==> config.mk <==
export PLATFORM = sky130hd
export DESIGN_NAME = cplq_regport
export DESIGN_NICKNAME = d
export VERILOG_FILES = /design/src/rtl/cplq_pkg.sv /design/src/rtl/cplq_packer.sv /design/src/rtl/cplq_fifo.sv /design/src/rtl/cplq_irq_regs.sv /design/src/rtl/cplq_regport.sv
export SDC_FILE = /design/constraint.sdc
export NUM_CORES = 1
export LEC_CHECK = 0
export ABC_AREA = 1
export BUFFER_PORTS_ARGS = -buffer_cell sky130_fd_sc_hd__buf_4
export CORE_ASPECT_RATIO = 0.6
export CORE_MARGIN = 1.5
export CORE_UTILIZATION = 45
export CTS_CLUSTER_SIZE = 10
export DETAILED_ROUTE_END_ITERATION = 16
export PLACE_DENSITY = 0.76
export SLEW_MARGIN = 20
export SYNTH_ARGS = -nofsm -noshare
export SYNTH_HDL_FRONTEND = slang
export SYNTH_SLANG_ARGS = --single-unit
==> constraint.sdc <==
create_clock -name clk -period 4.16 [get_ports clk]
set_input_delay 0.832 -clock clk [delete_from_list [all_inputs] [get_ports clk]]
set_output_delay 0.832 -clock clk [all_outputs]
set_load 0.01 [all_outputs]
==> src/rtl/cplq_pkg.sv <==
package cplq_pkg;
   localparam int DW = 32;
   localparam int NSRC = 5;

   localparam int OFF_STATUS = 0;
   localparam int OFF_DATA_LO = 1;
   localparam int OFF_DATA_HI = 2;
   localparam int OFF_ISTAT = 3;
   localparam int OFF_IEN = 4;

   typedef struct packed {
      logic          first;
      logic          last;
      logic [DW-1:0] hi;
      logic [DW-1:0] lo;
   } pair_t;

   localparam int PAIR_W = $bits(pair_t);
endpackage

==> src/rtl/cplq_packer.sv <==
module cplq_packer
   import cplq_pkg::*;
(
   input  logic          clk,
   input  logic          rst_n,
   input  logic          rx_valid,
   input  logic [DW-1:0] rx_data,
   input  logic          rx_sop,
   input  logic          rx_eop,
   input  logic          q_full,
   output logic          rx_ready,
   output logic          push,
   output pair_t         push_pair,
   output logic          pkt_done
);
   logic          held_v;
   logic [DW-1:0] held_lo;
   logic          held_first;
   logic          take;

   assign rx_ready = !q_full;
   assign take     = rx_valid && rx_ready;
   assign push     = take && (held_v || rx_eop);
   assign pkt_done = take && rx_eop;

   always_comb begin
      if (held_v) begin
         push_pair.first = held_first;
         push_pair.last  = rx_eop;
         push_pair.hi    = rx_data;
         push_pair.lo    = held_lo;
      end else begin
         push_pair.first = rx_sop;
         push_pair.last  = 1'b1;
         push_pair.hi    = '0;
         push_pair.lo    = rx_data;
      end
   end

   always_ff @(posedge clk) begin
      if (!rst_n) begin
         held_v     <= 1'b0;
         held_lo    <= '0;
         held_first <= 1'b0;
      end else if (take) begin
         if (held_v) begin
            held_v <= 1'b0;
         end else if (!rx_eop) begin
            held_v     <= 1'b1;
            held_lo    <= rx_data;
            held_first <= rx_sop;
         end
      end
   end
endmodule

==> src/rtl/cplq_fifo.sv <==
module cplq_fifo #(
   parameter int DEPTH = 4,
   parameter int W     = 66
) (
   input  logic         clk,
   input  logic         rst_n,
   input  logic         push,
   input  logic [W-1:0] wdata,
   input  logic         pop,
   output logic [W-1:0] head,
   output logic         empty,
   output logic         full
);
   localparam int PW = (DEPTH > 1) ? $clog2(DEPTH) : 1;
   localparam int CW = $clog2(DEPTH + 1);

   initial begin
      if (DEPTH < 2 || (DEPTH & (DEPTH - 1)) != 0)
         $error("cplq_fifo: DEPTH must be a power of two and at least 2");
   end

   logic [W-1:0]  mem [DEPTH];
   logic [PW-1:0] wp, rp;
   logic [CW-1:0] cnt;

   assign empty = (cnt == '0);
   assign full  = (cnt == CW'(DEPTH));
   assign head  = mem[rp];

   always_ff @(posedge clk) begin
      if (!rst_n) begin
         wp  <= '0;
         rp  <= '0;
         cnt <= '0;
      end else begin
         if (push) wp <= wp + 1'b1;
         if (pop)  rp <= rp + 1'b1;
         case ({push, pop})
            2'b10:   cnt <= cnt + 1'b1;
            2'b01:   cnt <= cnt - 1'b1;
            default: cnt <= cnt;
         endcase
      end
   end

   generate
      for (genvar i = 0; i < DEPTH; i++) begin : g_slot
         always_ff @(posedge clk) begin
            if (push && wp == PW'(i)) mem[i] <= wdata;
         end
      end
   endgenerate

   AST_NO_OVERFLOW: assert property (@(posedge clk) disable iff (!rst_n)
      push |-> !full);
   AST_NO_UNDERFLOW: assert property (@(posedge clk) disable iff (!rst_n)
      pop |-> !empty);
endmodule

==> src/rtl/cplq_irq_regs.sv <==
module cplq_irq_regs #(
   parameter int N = 5
) (
   input  logic         clk,
   input  logic         rst_n,
   input  logic [N-1:0] set,
   input  logic [N-1:0] clr,
   input  logic         en_we,
   input  logic [N-1:0] en_wdata,
   output logic [N-1:0] stat,
   output logic [N-1:0] en,
   output logic         irq
);
   initial begin
      if (N < 1) $error("cplq_irq_regs: N must be positive");
   end

   always_ff @(posedge clk) begin
      if (!rst_n)     en <= '0;
      else if (en_we) en <= en_wdata;
   end

   generate
      for (genvar i = 0; i < N; i++) begin : g_bit
         always_ff @(posedge clk) begin
            if (!rst_n)      stat[i] <= 1'b0;
            else if (set[i]) stat[i] <= 1'b1;
            else if (clr[i]) stat[i] <= 1'b0;
         end

         AST_SET_WINS: assert property (@(posedge clk) disable iff (!rst_n)
            set[i] |=> stat[i]);
         AST_W1C_CLEARS: assert property (@(posedge clk) disable iff (!rst_n)
            (clr[i] && !set[i]) |=> !stat[i]);
      end
   endgenerate

   assign irq = |(stat & en);
endmodule

==> src/rtl/cplq_regport.sv <==
module cplq_regport
   import cplq_pkg::*;
#(
   parameter int FIFO_PAIRS = 4,
   parameter int ADDR_W     = 3
) (
   input  logic              clk,
   input  logic              rst_n,
   input  logic              rx_valid,
   input  logic [DW-1:0]     rx_data,
   input  logic              rx_sop,
   input  logic              rx_eop,
   output logic              rx_ready,
   input  logic [3:0]        intx_evt,
   input  logic [ADDR_W-1:0] bus_addr,
   input  logic              bus_rd,
   input  logic              bus_wr,
   input  logic [DW-1:0]     bus_wdata,
   output logic [DW-1:0]     bus_rdata,
   output logic              irq
);
   initial begin
      if (ADDR_W < 3) $error("cplq_regport: ADDR_W must cover five offsets");
   end

   logic          push, pop, q_empty, q_full, pkt_done;
   pair_t         push_pair, head;
   logic [NSRC-1:0] istat, ien, clr;
   logic          sel_status, sel_lo, sel_hi, sel_istat, sel_ien;
   logic [DW-1:0] rd_mux;

   assign sel_status = (bus_addr == ADDR_W'(OFF_STATUS));
   assign sel_lo     = (bus_addr == ADDR_W'(OFF_DATA_LO));
   assign sel_hi     = (bus_addr == ADDR_W'(OFF_DATA_HI));
   assign sel_istat  = (bus_addr == ADDR_W'(OFF_ISTAT));
   assign sel_ien    = (bus_addr == ADDR_W'(OFF_IEN));

   cplq_packer u_pack (
      .clk(clk), .rst_n(rst_n), .rx_valid(rx_valid), .rx_data(rx_data),
      .rx_sop(rx_sop), .rx_eop(rx_eop), .q_full(q_full), .rx_ready(rx_ready),
      .push(push), .push_pair(push_pair), .pkt_done(pkt_done)
   );

   cplq_fifo #(.DEPTH(FIFO_PAIRS), .W(PAIR_W)) u_fifo (
      .clk(clk), .rst_n(rst_n), .push(push), .wdata(push_pair),
      .pop(pop), .head(head), .empty(q_empty), .full(q_full)
   );

   assign pop = bus_rd && sel_hi && !q_empty;
   assign clr = (bus_wr && sel_istat) ? bus_wdata[NSRC-1:0] : '0;

   cplq_irq_regs #(.N(NSRC)) u_irq (
      .clk(clk), .rst_n(rst_n), .set({pkt_done, intx_evt}), .clr(clr),
      .en_we(bus_wr && sel_ien), .en_wdata(bus_wdata[NSRC-1:0]),
      .stat(istat), .en(ien), .irq(irq)
   );

   always_comb begin
      rd_mux = '0;
      if (sel_status)     rd_mux = DW'({head.last && !q_empty, head.first && !q_empty});
      else if (sel_lo)    rd_mux = q_empty ? '0 : head.lo;
      else if (sel_hi)    rd_mux = q_empty ? '0 : head.hi;
      else if (sel_istat) rd_mux = DW'(istat);
      else if (sel_ien)   rd_mux = DW'(ien);
   end

   always_ff @(posedge clk) begin
      if (!rst_n)      bus_rdata <= '0;
      else if (bus_rd) bus_rdata <= rd_mux;
      else             bus_rdata <= '0;
   end

   AST_EMPTY_READ_ZERO: assert property (@(posedge clk) disable iff (!rst_n)
      (bus_rd && (sel_lo || sel_hi) && q_empty) |=> (bus_rdata == '0));
   AST_RESERVED_ZERO: assert property (@(posedge clk) disable iff (!rst_n)
      (bus_rd && sel_istat) |=> (bus_rdata[DW-1:NSRC] == '0));
   AST_IDLE_RDATA: assert property (@(posedge clk) disable iff (!rst_n)
      !bus_rd |=> (bus_rdata == '0));
endmodule

==> results.sh, run 1 <==
export IMPL_final_common_cell="edfxtp_1"
export IMPL_critPathArrivalTime_ns=2.69
export IMPL_drcViolationCount=0
export IMPL_synth_seq_cells=349
export IMPL_drv_slew=0
export IMPL_drt_iter0_markers=874
export IMPL_clk_path_buf_depth=3
export IMPL_met2_usage_pct=32.33
export IMPL_num_rows=50
export IMPL_ys_types=35
export IMPL_layout_common_cells="edfxtp_1, nand2_1, nor2_1"
export IMPL_yosys_warnings=0
export IMPL_power_density_nw_per_um2=462.7
export IMPL_critPathCaptureType="register"
export IMPL_combPwrFrac_pct=6.1
export IMPL_ios=112
export IMPL_seqPwrFrac_pct=51.8
export IMPL_syn_cell_area_um2=14230
export IMPL_die_area_um2=32730
export IMPL_layout_setup_ws_ns=1.624
export IMPL_vias=9662
export IMPL_clock_power_share_pct=42.0
export IMPL_initial_core_util_pct=45.67
export IMPL_cp_top_family="simple AND/OR/NAND/NOR gates"
export IMPL_gp_congestion=0.8031
export IMPL_syn_nets=1404
export IMPL_routed_wl_mm=32.29
export IMPL_peakVddDrop_mv=0.2827
export IMPL_drive_gt1_share_pct=14.50
export IMPL_finalPower_w=0.007556
export IMPL_required_ns=4.31
export IMPL_io_buffer_count=84
export IMPL_antenna_found_initial=0
export IMPL_rsz0062_at_grt="false"
export IMPL_crit_type="reg -> reg"
export IMPL_status="complete, no violations"
export IMPL_fin_util_pct=52.41
export IMPL_syn_inst=1320
export IMPL_ant_nets=0
export IMPL_track_usage_pct=19.84
export IMPL_postCtsSetupRepairBufs=0
export IMPL_hpwl_mm=16.99
export IMPL_wl_per_cell_um=17.58
export IMPL_cts_hold_buf=0
export IMPL_total_leakage_power_nw=6.067
export IMPL_cts_made_buffers=40
export IMPL_area_delta_synth_final_pct=14.75
export IMPL_crit_buf_inv=3
export IMPL_antenna_cells=0
export IMPL_crit_slowest_cell="buf_4"
export IMPL_path_max_fanout=29
export IMPL_p_sw_w=0.001676
export IMPL_grt_pass1_vias=9426
export IMPL_clock_latency_ns=0.53
export IMPL_top_usage_layer="met2"
export IMPL_slowest_delay_ns=0.54
export IMPL_ys_seq_area_share_pct=67.67
export IMPL_groute_layer_met1_usage_pct=27.35
export IMPL_min_path_type="reg -> reg"
export IMPL_fmax_mhz=394.3
export IMPL_cts_sinks=349
export IMPL_placedCellCount=1763
export IMPL_use_met3_pct=3.843
export IMPL_tightest_slew_ns=1.057
export IMPL_slew_headroom_pct=29.53
export IMPL_core_area_um2=31150
export IMPL_cts_tree="done"
export IMPL_h_tree_depth=2
export IMPL_nets=1473
export IMPL_cp_start_kind="register"
export IMPL_crit_chain="inv_1, nand3_2, nand2_2, nor2_1, inv_2, nor2_4, buf_4"
export IMPL_cts_root_buf="clkbuf_16"
export IMPL_dpl_worst_slack_ns=1.325
export IMPL_period_needed_ns=2.536
export IMPL_setup_viol=0
export IMPL_swShare_pct=22.18
export IMPL_grt_pass1_wl_mm=50.52
export IMPL_path_clk_slew_ns=0.05
export IMPL_gr_total_overflow=0
export IMPL_syn_avg_cell_area_um2=10.78
export IMPL_grt_max_degree=91
export IMPL_finalHoldViolCount=0
export IMPL_die_w_um=232.6
export IMPL_fin_worst_skew_ns=0.02319
export IMPL_drt_first_pass_iters=5
export IMPL_drv_cap=0
export IMPL_period_share_pct=60.97
export IMPL_final_cells=1837
export IMPL_die_h_um=140.7
export IMPL_post_cts_resized=0
export IMPL_internal_power_w=0.005880
export IMPL_drt_vias_per_instance=5.260
kinds of logic after synthesis:
kind of cell | Yosys count | synth area share, %
adders and majority gates | 6 | 0.5803
and+or+nand+nor | 514 | 14.78
xor gates and xnor gates | 1 | 0.06156
muxes | 33 | 2.611
buffers and inverters | 174 | 5.557
DFF | 349 | 67.67
AOI/OAI and AO/OA | 243 | 8.740
metal layers:
layer  routed length (um)  vias to the layer above
met4                  558                        0
met3                 2635                       55
met1                13950                     4634
met2                15140                      372
li1                     -                     4601
met5                    0                        -
sequential cells by signal (all words and copies together) (netlist names), named ones only:
| signal | count |
|---|---|
| u_fifo.mem | 264 |
| bus_rdata | 32 |
| u_pack.held_lo | 32 |
| u_irq.en | 5 |
| u_irq.stat | 5 |
| u_fifo.cnt | 3 |
| u_fifo.rp | 2 |
| u_fifo.wp | 2 |
| u_pack.held_first | 1 |
| u_pack.held_v | 1 |
power by group through the flow:
stage / clock network [W] / registers (W) / logic [W]
2_1_floorplan: 0 / 0.00398 / 0.000296
3_3_place_gp: 0 / 0.00398 / 0.000445
3_5_place_dp: 0 / 0.00399 / 0.000459
4_1_cts: 0.00323 / 0.00392 / 0.000463
5_1_grt: 0.00337 / 0.00393 / 0.000514
6_report: 0.00318 / 0.00392 / 0.000463
worst paths after layout:
| kind | end | slack (ns) | from | cells after the start |
|---|---|---|---|---|
| setup / recovery | u_fifo.mem[1][58]$_DFFE_PP_ | 1.62 | u_fifo.cnt[0]$_SDFFE_PN0P_ | 7 |
| setup reg to reg | u_fifo.mem[1][58]$_DFFE_PP_ | 1.62 | u_fifo.cnt[0]$_SDFFE_PN0P_ | 7 |
| hold reg to reg | u_pack.held_lo[21]$_SDFFE_PN0P_ | 0.46 | u_pack.held_lo[21]$_SDFFE_PN0P_ | 2 |
| hold / removal | u_pack.held_lo[21]$_SDFFE_PN0P_ | 0.46 | u_pack.held_lo[21]$_SDFFE_PN0P_ | 2 |
tightest hold or removal path: cells and delay by family, from the launching register on:
family,cells,cell delay (ns)
flip-flops,1,0.30
AO/OA/AOI/OAI,1,0.05
AND/OR/NAND/NOR,1,0.06
stage by stage:
stage | TNS (ns) | hold WS [ns] | cell area [um^2]
after floorplan | -70.02 | 0.4360 | 14230
after global placement | 0 | 0.4448 | 15170
after detailed placement | 0 | 0.4520 | 15170
after CTS | 0 | 0.4595 | 16330
after global routing | 0 | 0.4785 | 16330
final | 0 | 0.4584 | 16330
synthesized netlist by cell type:
master | count | area [um^2]
nand3b_4 | 1 | 20.02
ha_1 | 5 | 62.56
or2_1 | 3 | 18.77
a21oi_2 | 3 | 26.28
o22ai_1 | 2 | 12.51
nand3_1 | 55 | 275.3
o21ai_0 | 118 | 590.6
nor3_1 | 1 | 5.000
buf_6 | 3 | 33.78
nand4_1 | 4 | 25.02
fa_1 | 1 | 20.02
mux2_2 | 33 | 371.6
buf_2 | 26 | 130.1
edfxtp_1 | 264 | 7928
inv_2 | 6 | 22.52
nand3_2 | 1 | 10.01
buf_1 | 9 | 33.78
inv_1 | 94 | 352.8
a21oi_1 | 75 | 375.4
nor3_4 | 1 | 16.27
buf_4 | 16 | 120.1
nand3b_1 | 3 | 22.52
nor2_1 | 209 | 784.5
clkbuf_1 | 18 | 67.56
o21ai_1 | 43 | 215.2
nand2_4 | 1 | 11.26
o211ai_1 | 1 | 7.510
dfxtp_1 | 85 | 1702
nor2_4 | 3 | 33.78
nand2_1 | 228 | 855.8
a21oi_4 | 1 | 16.27
buf_8 | 2 | 30.03
nor2_2 | 3 | 18.77
xnor2_1 | 1 | 8.760
nand2_2 | 1 | 6.260
final cells by class:
cell class,instances,area [um^2]
Fill cell,2585,14830
Sequential cell,349,9635
Multi-Input combinational cell,797,3840
Clock buffer,72,1142
Timing Repair Buffer,101,795.8
Tap cell,416,520.5
Inverter,100,376.6
Clock inverter,2,17.52
Power figures use the tool's default switching activity.
==> run 2: changes to the inputs <==
- clock period: 4.16 -> 2.3 ns (I/O delays scaled with it)
==> results.sh, run 2 (same netlist as run 1, synthesis figures left out) <==
export IMPL_status="complete, no violations"
export IMPL_finalPower_w=0.01367
export IMPL_regArea_um2=9635
export IMPL_cts_tree="done"
export IMPL_clk_path_buf_depth=3
export IMPL_cp_top_family="adder cells"
export IMPL_vias=9605
export IMPL_postCtsSetupRepairBufs=0
export IMPL_ios=112
export IMPL_p_sw_w=0.003008
export IMPL_num_rows=50
export IMPL_io_buffer_count=84
export IMPL_holdPathEnd="u_irq.stat[1]$_SDFFE_PN0P_"
export IMPL_layout_common_cells="edfxtp_1, nand2_1, nor2_1"
export IMPL_path_clk_slew_ns=0.06
export IMPL_gr_total_overflow=0
export IMPL_finalHoldViolCount=0
export IMPL_path_max_fanout=4
export IMPL_required_ns=2.71
export IMPL_nets=1482
export IMPL_top_regs="u_fifo.mem: 264 flops, bus_rdata: 32 flops, u_pack.held_lo: 32 flops"
export IMPL_grt_pass1_wl_mm=50.26
export IMPL_power_density_nw_per_um2=825.2
export IMPL_crit_buf_inv=3
export IMPL_initial_core_util_pct=45.67
export IMPL_area_delta_synth_final_pct=16.43
export IMPL_ant_nets=0
export IMPL_clock_power_share_pct=41.8
export IMPL_n_fill_cell=2605
export IMPL_die_w_um=232.6
export IMPL_setup_viol=0
export IMPL_die_h_um=140.7
export IMPL_grt_max_degree=139
export IMPL_period_share_pct=86.22
export IMPL_internal_power_w=0.01066
export IMPL_hp_start="intx_evt[1]"
export IMPL_hpwl_mm=17.51
export IMPL_min_path_type="in -> reg"
export IMPL_fmax_mhz=504.3
export IMPL_cts_hold_buf=0
export IMPL_die_area_um2=32730
export IMPL_slowest_delay_ns=0.39
export IMPL_gp_congestion=0.8253
export IMPL_drive_gt1_share_pct=15.03
export IMPL_cts_made_buffers=40
export IMPL_fin_tns_setup_ns=0
export IMPL_combPwrFrac_pct=6.4
export IMPL_seqPwrFrac_pct=51.8
export IMPL_antenna_found_initial=0
export IMPL_wl_per_cell_um=17.48
export IMPL_period_needed_ns=1.983
export IMPL_grt_pass1_vias=9417
export IMPL_post_cts_resized=0
export IMPL_h_tree_depth=2
export IMPL_largest_reg_flops=264
export IMPL_multi_input_comb_area_um2=3847
export IMPL_crit_chain="inv_1, nand3_2, nand2_2, nor2_4, inv_4, ha_1, inv_1, fa_1, a21oi_1, o21ai_0, o21ai_0, a21oi_1"
export IMPL_total_leakage_power_nw=6.167
export IMPL_worstReg2RegStart="u_fifo.cnt[0]$_SDFFE_PN0P_"
export IMPL_drv_slew=0
export IMPL_track_usage_pct=19.89
export IMPL_swShare_pct=22.00
export IMPL_r2r_slack_ns=0.32
export IMPL_r2r_cells=12
export IMPL_tightest_slew_ns=0.9576
export IMPL_drt_first_pass_iters=5
export IMPL_critPathArrivalTime_ns=2.39
export IMPL_reg2reg_to="u_fifo.cnt[2]$_SDFFE_PN0P_"
export IMPL_routed_wl_mm=32.28
export IMPL_clock_latency_ns=0.53
export IMPL_top_register="u_fifo.mem"
export IMPL_critPathCaptureType="register"
export IMPL_hold_depth=3
export IMPL_fin_worst_skew_ns=0.01286
export IMPL_drt_iter0_markers=898
export IMPL_drcViolationCount=0
export IMPL_slew_headroom_pct=36.16
export IMPL_drt_vias_per_instance=5.203
export IMPL_crit_type="reg -> reg"
export IMPL_core_area_um2=31150
export IMPL_rsz0062_at_grt="false"
export IMPL_final_common_cell="edfxtp_1"
export IMPL_crit_slowest_cell="fa_1"
export IMPL_cts_root_buf="clkbuf_16"
export IMPL_peakVddDrop_mv=0.4189
export IMPL_antenna_cells=0
export IMPL_cts_sinks=349
export IMPL_cp_start_kind="register"
export IMPL_drv_cap=0
run 2: cell count changes in the layout (fill, tap and decap cells not counted), sizes merged:
cell / delta
buf: +9
run 2: per-stage QoR:
| step | cell area, um^2 | setup WS [ns] | cells | util [%] | hold WS (ns) |
|---|---|---|---|---|---|
| after floorplan | 14270 | 0.007068 | 1320 | - | 0.4360 |
| after global placement | 15410 | 0.09910 | 1772 | 49.46 | 0.4443 |
| after detailed placement | 15410 | 0.1404 | 1772 | 49.46 | 0.4501 |
| after CTS | 16570 | 0.3102 | 1846 | 53.18 | 0.1608 |
| after global routing | 16570 | 0.1538 | 1846 | 53.18 | 0.1873 |
| final | 16570 | 0.3170 | 1846 | 53.18 | 0.1785 |
run 2: layout make-up:
type | instances | area share [%]
clock buffers | 72 | 6.895
clock inverters | 2 | 0.1057
inverters | 100 | 2.288
multi-input cells | 797 | 23.22
flip-flops and latches | 349 | 58.16
well taps | 416 | 3.142
repair buffers | 110 | 6.192
run 2: how the worst max path moves through the flow:
| stage | cells after the start | start | endpoint | slack [ns] |
|---|---|---|---|---|
| 5_1_grt | 12 | u_fifo.cnt[1]$_SDFFE_PN0P_ | u_fifo.cnt[2]$_SDFFE_PN0P_ | 0.15 |
| 3_3_place_gp | 11 | bus_addr[2] | u_fifo.cnt[2]$_SDFFE_PN0P_ | 0.1 |
| 6_report | 12 | u_fifo.cnt[0]$_SDFFE_PN0P_ | u_fifo.cnt[2]$_SDFFE_PN0P_ | 0.32 |
| 4_1_cts | 12 | u_fifo.cnt[0]$_SDFFE_PN0P_ | u_fifo.cnt[2]$_SDFFE_PN0P_ | 0.31 |
| 2_1_floorplan | 6 | u_fifo.cnt[0]$_SDFFE_PN0P_ | u_fifo.mem[0][0]$_DFFE_PP_ | 0.007 |
| 3_5_place_dp | 11 | bus_addr[2] | u_fifo.cnt[2]$_SDFFE_PN0P_ | 0.14 |
run 2: tightest hold or removal path, stage by stage:
cell,delay (ns)
buf_4,0.11
inv_1,0.04
a21oi_1,0.05
run 2: routing by layer:
layer / share of wire [%] / wire length (um) / vias to the layer above / GRT usage, %
li1: - / - / 4618 / -
met1: 43 / 13820 / 4573 / 27.04
met2: 48 / 15460 / 371 / 32.80
met3: 7.7 / 2485 / 43 / 3.519
met4: 1.6 / 515 / 0 / 5.840
met5: 0 / 0 / - / 0
run 2: power groups by stage:
stage / clock network (W) / registers [W] / logic [W]
after floorplan: 0 / 0.00720 / 0.000545
after global placement: 0 / 0.00720 / 0.000848
after detailed placement: 0 / 0.00721 / 0.000874
after CTS: 0.00581 / 0.00708 / 0.000882
after global routing: 0.00608 / 0.00709 / 0.000979
final: 0.00571 / 0.00708 / 0.000881
==> run 3: changes to the inputs <==
- CTS_BUF_LIST: default -> sky130_fd_sc_hd__clkbuf_8
==> results.sh, run 3 (same netlist as run 1, synthesis figures left out) <==
export IMPL_finalHoldViolCount=0
export IMPL_die_area_um2=32730
export IMPL_clock_latency_ns=0.62
export IMPL_min_path_type="in -> reg"
export IMPL_final_common_cell="edfxtp_1"
export IMPL_critPathCaptureType="register"
export IMPL_post_cts_resized=0
export IMPL_layout_common_cells="edfxtp_1, nand2_1, nor2_1"
export IMPL_dpl_worst_slack_ns=0.1404
export IMPL_placedCellCount=1772
export IMPL_drt_first_pass_iters=8
export IMPL_core_area_um2=31150
export IMPL_clk_path_buf_depth=3
export IMPL_io_buffer_count=84
export IMPL_drv_slew=0
export IMPL_track_usage_pct=19.97
export IMPL_period_share_pct=85.83
export IMPL_ios=112
export IMPL_vias=9561
export IMPL_nets=1491
export IMPL_h_tree_depth=2
export IMPL_ant_nets=0
export IMPL_use_met3_pct=3.681
export IMPL_drcViolationCount=0
export IMPL_cts_hold_buf=0
export IMPL_grt_max_degree=139
export IMPL_total_leakage_power_nw=6.209
export IMPL_antenna_found_initial=1
export IMPL_path_max_fanout=4
export IMPL_required_ns=2.77
export IMPL_gp_congestion=0.8253
export IMPL_path_clk_slew_ns=0.07
export IMPL_num_rows=50
export IMPL_period_needed_ns=1.974
export IMPL_grt_pass1_vias=9459
export IMPL_cts_root_buf="clkbuf_8"
export IMPL_gr_total_overflow=0
export IMPL_routed_wl_mm=32.18
export IMPL_crit_slowest_cell="fa_1"
export IMPL_cp_top_family="adder cells"
export IMPL_drt_iter0_markers=968
export IMPL_n_fill_cell=2646
export IMPL_die_w_um=232.6
export IMPL_postCtsSetupRepairBufs=0
export IMPL_drv_cap=0
export IMPL_tightest_slew_ns=0.9376
export IMPL_cts_sinks=349
export IMPL_grt_pass1_wl_mm=50.58
export IMPL_regArea_um2=9635
export IMPL_largest_reg_flops=264
export IMPL_cp_start_kind="register"
export IMPL_multi_input_comb_area_um2=3847
export IMPL_fin_worst_skew_ns=0.03451
export IMPL_crit_type="reg -> reg"
export IMPL_top_usage_layer="met2"
export IMPL_area_delta_synth_final_pct=15.31
export IMPL_fmax_mhz=506.6
export IMPL_cts_made_buffers=49
export IMPL_rsz0062_at_grt="false"
export IMPL_slew_headroom_pct=37.49
export IMPL_layout_setup_ws_ns=0.3259
export IMPL_drt_vias_per_instance=5.127
export IMPL_peakVddDrop_mv=0.5151
export IMPL_final_cells=1865
export IMPL_top_regs="u_fifo.mem: 264 flops, bus_rdata: 32 flops, u_pack.held_lo: 32 flops"
export IMPL_cts_tree="done"
export IMPL_critPathArrivalTime_ns=2.45
export IMPL_met2_usage_pct=33.32
export IMPL_wl_per_cell_um=17.25
export IMPL_crit_buf_inv=3
export IMPL_drive_gt1_share_pct=16.51
export IMPL_top_register="u_fifo.mem"
export IMPL_fin_tns_setup_ns=0
export IMPL_power_density_nw_per_um2=781.9
export IMPL_die_h_um=140.7
export IMPL_groute_layer_met1_usage_pct=26.80
export IMPL_setup_viol=0
export IMPL_status="complete, no violations"
export IMPL_hpwl_mm=17.51
export IMPL_slowest_delay_ns=0.39
export IMPL_crit_chain="inv_1, nand3_2, nand2_2, nor2_4, inv_4, ha_1, inv_1, fa_1, a21oi_1, o21ai_0, o21ai_0, a21oi_1"
export IMPL_initial_core_util_pct=45.67
==> run 3: metal layers <==
metal / vias up / wire length, um
met5: - / 0
met4: 0 / 487
met3: 53 / 2242
met2: 316 / 15420
met1: 4555 / 14020
li1: 4637 / -
==> run 3: path summary, 6_finish.rpt <==
kind | from | to | slack [ns] | cells past startpoint
hold / removal | intx_evt[1] | u_irq.stat[1]$_SDFFE_PN0P_ | 0.11 | 3
setup reg to reg | u_fifo.cnt[0]$_SDFFE_PN0P_ | u_fifo.cnt[2]$_SDFFE_PN0P_ | 0.33 | 12
hold reg to reg | u_pack.held_lo[5]$_SDFFE_PN0P_ | u_pack.held_lo[5]$_SDFFE_PN0P_ | 0.46 | 2
setup / recovery | u_fifo.cnt[0]$_SDFFE_PN0P_ | u_fifo.cnt[2]$_SDFFE_PN0P_ | 0.33 | 12
==> run 3: stage by stage <==
step	cell area, um^2	hold WS (ns)	total power, W	util, %
floorplan	14270	0.4360	0.007741	-
global placement	15410	0.4443	0.008045	49.46
detailed placement	15410	0.4501	0.008080	49.46
CTS	16410	0.08443	0.01293	52.66
global route	16410	0.1108	0.01332	52.67
finish	16410	0.1136	0.01283	52.67
==> run 3: worst register-to-register path, cell delays in order, from the launching register on <==
cell	delay, ns
dfxtp_1	0.35
inv_1	0.12
nand3_2	0.09
nand2_2	0.12
nor2_4	0.06
inv_4	0.05
ha_1	0.13
inv_1	0.06
fa_1	0.39
a21oi_1	0.15
o21ai_0	0.11
o21ai_0	0.17
a21oi_1	0.06
==> run 3: power by group <==
group,leakage (nW),internal [W],switching (W),total [W]
logic,2.59,0.000309,0.000569,0.000878
registers,3.02,0.00701,0.0000661,0.00707
clock network,0.594,0.00253,0.00235,0.00488
total,6.21,0.00985,0.00298,0.0128
==> run 3: final cells by class <==
type,instances,area share (%)
diodes,1,0.01525
multi-input cells,797,23.45
clock buffers,58,4.865
inverters,100,2.311
repair buffers,110,6.253
flip-flops and latches,349,58.72
well taps,416,3.172
clock inverters,34,1.212
